File: src/rtl/pwl_sine_pkg.sv
package pwl_sine_pkg;

   // number of linear pieces covering the quadrant
   localparam int SEGS = 10;

   // inner boundaries, as fractions of the quadrant (SEGS-1 values)
   function automatic real edge_r(input int k);
      case (k)
         0:       return 0.2001953125;
         1:       return 0.326171875;
         2:       return 0.43359375;
         3:       return 0.5302734375;
         4:       return 0.62109375;
         5:       return 0.70703125;
         6:       return 0.7900390625;
         7:       return 0.87109375;
         default: return 0.951171875;
      endcase
   endfunction

   // per-piece slope
   function automatic real slope_r(input int k);
      case (k)
         0:       return 1.54503497834031;
         1:       return 1.43612208005773;
         2:       return 1.29779670692432;
         3:       return 1.14069314244100;
         4:       return 0.970322027885993;
         5:       return 0.790355834163542;
         6:       return 0.604027272905406;
         7:       return 0.412863639934916;
         8:       return 0.218415511777311;
         default: return 0.0602097594473886;
      endcase
   endfunction

   // per-piece intercept
   function automatic real icpt_r(input int k);
      case (k)
         0:       return 0.000990880661757787;
         1:       return 0.0227876190983088;
         2:       return 0.0679214996797700;
         3:       return 0.136030419000189;
         4:       return 0.226383524844325;
         5:       return 0.338143580690051;
         6:       return 0.46985;
         7:       return 0.620903909462291;
         8:       return 0.790288325648528;
         default: return 0.940157596611038;
      endcase
   endfunction

endpackage

File: src/rtl/pwl_seg_locate.sv
module pwl_seg_locate #(
   parameter int XW   = 10,
   parameter int NSEG = 10,
   parameter int IW   = 4
) (
   input  logic          clk,
   input  logic          rst_n,
   input  logic          vld_i,
   input  logic [XW-1:0] x_i,
   output logic [IW-1:0] seg_o
);
   localparam real SCALE = 2.0 ** XW;

   logic [NSEG-2:0] below;

   generate
      if (NSEG < 2) begin : g_bad_nseg
         $error("pwl_seg_locate: at least two pieces are required");
      end
      if ((1 << IW) < NSEG) begin : g_bad_iw
         $error("pwl_seg_locate: index width too small");
      end
      for (genvar k = 0; k < NSEG - 1; k++) begin : g_cmp
         localparam logic [XW:0] EDGE_Q =
            (XW+1)'($rtoi(pwl_sine_pkg::edge_r(k) * SCALE + 0.5));
         assign below[k] = ({1'b0, x_i} < EDGE_Q);
      end
   endgenerate

   // priority mux: lowest comparator still high marks the piece
   always_comb begin
      seg_o = IW'(NSEG - 1);
      for (int k = NSEG - 2; k >= 0; k--) begin
         if (below[k]) seg_o = IW'(k);
      end
   end


   therm_shape_chk: assert property (@(posedge clk) disable iff (!rst_n)
      vld_i |-> (((~below) & ((~below) + 1'b1)) == '0));


   seg_range_chk: assert property (@(posedge clk) disable iff (!rst_n)
      vld_i |-> (seg_o < IW'(NSEG)));

endmodule

File: src/rtl/pwl_coef_rom.sv
module pwl_coef_rom #(
   parameter int NSEG = 10,
   parameter int IW   = 4,
   parameter int CF   = 17,
   parameter int CW   = CF + 1
) (
   input  logic [IW-1:0] seg_i,
   output logic [CW-1:0] slope_o,
   output logic [CW-1:0] icpt_o
);
   localparam real SCALE = 2.0 ** CF;

   logic [CW-1:0] slope_tab [NSEG];
   logic [CW-1:0] icpt_tab  [NSEG];

   generate
      if (CW != CF + 1) begin : g_bad_cw
         $error("pwl_coef_rom: coefficients need exactly one integer bit");
      end
      for (genvar k = 0; k < NSEG; k++) begin : g_ent
         localparam logic [CW-1:0] A_Q =
            CW'($rtoi(pwl_sine_pkg::slope_r(k) * SCALE + 0.5));
         localparam logic [CW-1:0] B_Q =
            CW'($rtoi(pwl_sine_pkg::icpt_r(k) * SCALE + 0.5));
         assign slope_tab[k] = A_Q;
         assign icpt_tab[k]  = B_Q;
      end
   endgenerate

   always_comb begin
      slope_o = '0;
      icpt_o  = '0;
      for (int k = 0; k < NSEG; k++) begin
         if (seg_i == IW'(k)) begin
            slope_o = slope_tab[k];
            icpt_o  = icpt_tab[k];
         end
      end
   end

endmodule

File: src/rtl/pwl_sine_eval.sv
module pwl_sine_eval #(
   parameter int XW      = 10,
   parameter int CF      = 17,
   parameter int OF      = 16,
   parameter int OUT_REG = 0,
   localparam int NSEG   = pwl_sine_pkg::SEGS,
   localparam int IW     = $clog2(NSEG),
   localparam int OUT_W  = OF + 1
) (
   input  logic             clk,
   input  logic             rst_n,
   input  logic             in_valid,
   input  logic [XW-1:0]    in_x,
   output logic             out_valid,
   output logic [OUT_W-1:0] out_y,
   output logic [IW-1:0]    out_seg
);
   localparam int CW = CF + 1;
   localparam int PW = CW + XW;
   localparam int D  = CF + XW - OF;
   localparam int DB = CF - OF;
   localparam int SW = OF + 2;
   localparam logic [PW:0] PHALF = (PW+1)'(1) << (D - 1);
   localparam logic [CW:0] BHALF = (CW+1)'(1) << (DB - 1);

   generate
      if (XW < 2 || OF < 2) begin : g_bad_w
         $error("pwl_sine_eval: input and output need at least two bits");
      end
      if (CF <= OF) begin : g_bad_cf
         $error("pwl_sine_eval: coefficients must be finer than the output");
      end
      if (OUT_REG != 0 && OUT_REG != 1) begin : g_bad_oreg
         $error("pwl_sine_eval: OUT_REG must be 0 or 1");
      end
   endgenerate

   logic [IW-1:0] seg_c;
   logic [CW-1:0] a_c, b_c;
   logic [PW-1:0] prod_c;

   pwl_seg_locate #(.XW(XW), .NSEG(NSEG), .IW(IW)) u_loc (
      .clk   (clk),
      .rst_n (rst_n),
      .vld_i (in_valid),
      .x_i   (in_x),
      .seg_o (seg_c)
   );

   pwl_coef_rom #(.NSEG(NSEG), .IW(IW), .CF(CF), .CW(CW)) u_rom (
      .seg_i   (seg_c),
      .slope_o (a_c),
      .icpt_o  (b_c)
   );

   assign prod_c = {{XW{1'b0}}, a_c} * {{CW{1'b0}}, in_x};

   // register after the multiplier
   logic          vld_q;
   logic [PW-1:0] prod_q;
   logic [CW-1:0] b_q;
   logic [IW-1:0] seg_q;

   always_ff @(posedge clk or negedge rst_n) begin
      if (!rst_n) begin
         vld_q  <= 1'b0;
         prod_q <= '0;
         b_q    <= '0;
         seg_q  <= '0;
      end else begin
         vld_q <= in_valid;
         if (in_valid) begin
            prod_q <= prod_c;
            b_q    <= b_c;
            seg_q  <= seg_c;
         end
      end
   end

   // round product and intercept to the output grid, then add
   logic [SW-1:0] p_rnd, b_rnd, sum_c;

   assign p_rnd = SW'(({1'b0, prod_q} + PHALF) >> D);
   assign b_rnd = SW'(({1'b0, b_q} + BHALF) >> DB);
   assign sum_c = p_rnd + b_rnd;

   generate
      if (OUT_REG == 0) begin : g_direct
         assign out_valid = vld_q;
         assign out_y     = sum_c[OUT_W-1:0];
         assign out_seg   = seg_q;


         lat_valid_chk: assert property (@(posedge clk) disable iff (!rst_n)
            in_valid |=> out_valid);

         idle_valid_chk: assert property (@(posedge clk) disable iff (!rst_n)
            !in_valid |=> !out_valid);
      end else begin : g_staged
         logic             vld_r;
         logic [OUT_W-1:0] y_r;
         logic [IW-1:0]    seg_r;

         always_ff @(posedge clk or negedge rst_n) begin
            if (!rst_n) begin
               vld_r <= 1'b0;
               y_r   <= '0;
               seg_r <= '0;
            end else begin
               vld_r <= vld_q;
               if (vld_q) begin
                  y_r   <= sum_c[OUT_W-1:0];
                  seg_r <= seg_q;
               end
            end
         end
         assign out_valid = vld_r;
         assign out_y     = y_r;
         assign out_seg   = seg_r;


         lat_valid_chk: assert property (@(posedge clk) disable iff (!rst_n)
            in_valid |=> ##1 out_valid);

         idle_valid_chk: assert property (@(posedge clk) disable iff (!rst_n)
            !in_valid |=> ##1 !out_valid);
      end
   endgenerate


   no_overflow_chk: assert property (@(posedge clk) disable iff (!rst_n)
      vld_q |-> !sum_c[SW-1]);

endmodule

File: config.mk
export PLATFORM = sky130hd
export DESIGN_NAME = pwl_sine_eval
export DESIGN_NICKNAME = d
export VERILOG_FILES = /design/src/rtl/pwl_sine_pkg.sv /design/src/rtl/pwl_seg_locate.sv /design/src/rtl/pwl_coef_rom.sv /design/src/rtl/pwl_sine_eval.sv
export SDC_FILE = /design/constraint.sdc
export NUM_CORES = 1
export LEC_CHECK = 0
export BUFFER_PORTS_ARGS = -buffer_cell sky130_fd_sc_hd__clkbuf_2
export CAP_MARGIN = 25
export CORE_AREA = 2 2 123 155
export DETAILED_ROUTE_END_ITERATION = 16
export DIE_AREA = 0 0 125 157
export PLACE_DENSITY = 0.71
export SLEW_MARGIN = 20
export SYNTH_ARGS = -nofsm -noshare
export SYNTH_HDL_FRONTEND = slang
export SYNTH_SLANG_ARGS = --single-unit
File: constraint.sdc
create_clock -name clk -period 5.3 [get_ports clk]
set_clock_uncertainty 0.05 [all_clocks]
set_input_delay 0.265 -clock clk [delete_from_list [all_inputs] [get_ports clk]]
set_output_delay 0.265 -clock clk [all_outputs]
set_load 0.03 [all_outputs]
==> flow_summary.yaml <==
sta:
  fin_crit_sh_pct: 124
  hold_viol: 0
  setup_ws_ns: -1.25
  tightest_slew_ns: 0.863
  max_slew_margin_pct: 42.5
  fmax_mhz: 153
  grt_setup_unrepaired: "true"
  setup_viol: 18
  slew_violations: 0
  fin_crit_ns: 6.55
global_routing:
  grt_overflow: 0
  antenna_found_initial: 0
  grtUsageTotal_pct: 26.8
  grt_max_degree: 44
  grt_pass1_vias: 8509
  grt_pass1_wl_um: 42100
synth:
  synth_seq_cells: 40
  ys_warn_count: 0
  synth_edf_count: 0
  synth_nets: 1246
  netlist_instances: 1028
  seq_area_frac_synth_pct: 11.5
  synth_top_cell_area_share_pct: 28.9
  ys.flop_type: "dfrtp_1"
  synth_area_sq_um: 8730
  syn_area_per_cell_sq_um: 8.50
  netlist-cell-type-count: 71
  yosysTopAreaCell: "fa_1"
  postSynth.asyncResetShare_pct: 100
  synthTopCellsByArea: "fa_1, dfrtp_1, ha_1"
cts:
  root_buffer: "clkbuf_16"
  clk_pin_slew_ns: 0.06
  cts-buffers-inserted: 5
  cts_tree: "yes"
  clockBufferDepth: 2
  h-tree-depth: 2
  clk_latency_ns: 0.28
  clock_sink_count: 40
die:
  die_w_um: 125
  coreArea_sq_um: 18000
  die_h_um: 157
  rows: 55
  ios: 35
  die_area_sq_um: 19600
  initial_utilization_pct: 48.4
critical_path:
  worstSetupStartpointType: "primary input"
  critPathKind: "in2reg"
  worstRegToRegCells: 4
  crit_path_end: "prod_q[22]"
  crit_arrival_ns: 6.64
  required_ns: 5.39
  critPathLaunch: "in_x[5]"
  r2r-end: "b_q[5]"
  reg2reg_slack_ns: 4.17
  r2r_start: "b_q[5]"
  cp-end-kind: "flop"
  worstPathMaxFanout: 7
routing:
  drt_iter0_markers: 434
  vias_per_cell: 5.57
  wl_per_cell_um: 18.1
  drt_wl_total_um: 26300
  drc: 0
  vias: 8097
  ant_nets: 0
  drt_pass1_iterations: 7
finish:
  fillCellCount: 1493
  antenna_cells: 0
  finalNetCount: 1443
  layout-drive-gt1-share_pct: 28.2
  area_growth_syn_to_layout_pct: 28.8
place:
  gp_congestion: 0.929
  io_buffers: 34
  dp_hpwl_um: 20900
  pre_cts_ws_ns: -1.70
status:
  status: "complete, but fails checks"
  violations: "negative setup slack"
run:
  drv_cap: 0
min_path:
  min-delay-path-class: "in2async"
==> area by class of cell <==
cell class | instances | area (sq um) | area share (%)
timing repair buffer | 227 | 1740 | 15.5
tap | 228 | 285 | 2.54
clock buffer | 5 | 125 | 1.11
inverter | 156 | 592 | 5.26
clock inverter | 3 | 18.8 | 0.167
multi-input combinational | 795 | 7490 | 66.6
sequential | 40 | 1000 | 8.90
==> cells in the final DEF (no fill, tap or decap), types with 5 or more instances in the layout <==
master       n
a21o_1       8
buf_4      181
mux2_2      10
a21oi_1     30
fa_2         5
buf_6       10
nor2_1      50
fa_1       121
clkbuf_2    29
ha_4         6
nand2b_1     6
and3_1      15
a21oi_2      7
nor3_1      20
a31oi_1      7
nand3_1     26
nor2b_1     10
o21ai_0     11
inv_2       10
ha_1        73
xor2_1      12
and2_1      47
nand2_1    138
nor2_2       6
dfrtp_1     40
o21ai_2      8
o2bb2ai_1    5
inv_1      144
clkbuf_16    6
o21a_1      12
nand4_1      9
o211ai_1     5
xnor2_1     42
==> critical path, stage by stage <==
cell and delay [ns]:
buf_4 0.14, nor3_4 0.05, buf_4 0.13, or4_4 0.51
o21ai_4 0.11, o21ai_4 0.10, buf_12 0.14, a211oi_4 0.32
buf_6 0.16, buf_6 0.09, nor2b_2 0.03, fa_1 0.45
fa_1 0.51, fa_1 0.44, fa_1 0.56, inv_2 0.04
fa_1 0.55, inv_2 0.06, ha_4 0.28, inv_4 0.04
nor4_4 0.27, o311ai_2 0.17, a31o_4 0.27, o31a_1 0.33
a311oi_4 0.37, o21a_1 0.19, o31ai_2 0.05
==> through the flow <==
step / std cells / instance area, sq um / hold WS, ns / setup TNS, ns / util [%]
6_report: 1454 / 11300 / 0.0373 / -19.19 / 62.4
5_1_grt: 1454 / 11300 / 0.132 / -23.26 / 62.4
4_1_cts: 1439 / 10900 / 0.100 / -18.59 / 60.6
3_5_place_dp: 1412 / 10400 / 0.405 / -27.42 / 57.6
3_3_place_gp: 1412 / 10400 / 0.408 / -25.45 / 57.6
2_1_floorplan: 1028 / 8900 / -0.0806 / -17.05 / -
==> cell families after synthesis <==
kind of cell / after synthesis / synth area share, %
multiplexers: 12 / 1.55
AO/OA/AOI/OAI: 159 / 13.1
XOR/XNOR: 54 / 5.42
buffers and inverters: 193 / 8.42
flip-flops: 40 / 11.5
adder cells (fa/ha/maj): 205 / 40.2
AND/OR/NAND/NOR: 365 / 19.9
==> synth_stat cells, types with 3 or more instances <==
cell type	n
o31ai_1	6
or4_1	4
a211oi_1	6
nand2b_1	9
dfrtp_1	40
buf_2	3
ha_1	79
o2bb2ai_1	5
fa_1	126
mux2_2	12
inv_1	152
o32a_1	3
a21oi_1	38
or2_2	4
nor2_1	56
nor2b_1	11
o21ai_0	17
xnor2_1	42
and3_1	15
nand3_1	28
nor3_1	26
a21o_1	9
o21ai_1	8
a31oi_1	10
or3_1	4
and2_1	48
inv_2	4
nand4_1	9
o211ai_1	5
or2_1	3
xor2_1	12
nand2_1	141
clkbuf_1	31
o21a_1	12
==> routing by layer <==
layer	share of wire, %	vias to the layer above	global-route usage, %	wire, um
met5	0	-	0	0
met2	52	276	49.3	13600
met1	40	3988	32.6	10500
met3	4.5	79	2.14	1190
li1	-	3754	-	-
met4	4.1	0	10.8	1090
==> flip-flops by register name, indices dropped and copies added (netlist names) <==
name	count
b_q	17
out_seg	4
out_valid	1
prod_q	18
==> how the worst min path moves through the flow <==
stage	from	end	cells after the start
3_5_place_dp	rst_n	prod_q[24]	1
2_1_floorplan	rst_n	b_q[0]	0
6_report	rst_n	out_valid	1
4_1_cts	rst_n	prod_q[24]	1
3_3_place_gp	rst_n	prod_q[24]	1
5_1_grt	rst_n	prod_q[24]	1
==> timing repair <==
action / 4_1_cts / 5_1_grt
pin swaps: 28 / 57
setup endpoints to repair: 18 / 18
hold buffers: 0 / 0
buffers inserted: 20 / 15
resized for setup: 52 / 49
Power is not shown: default switching activity piles up to over one toggle a cycle in this logic, so the estimate is an artifact.
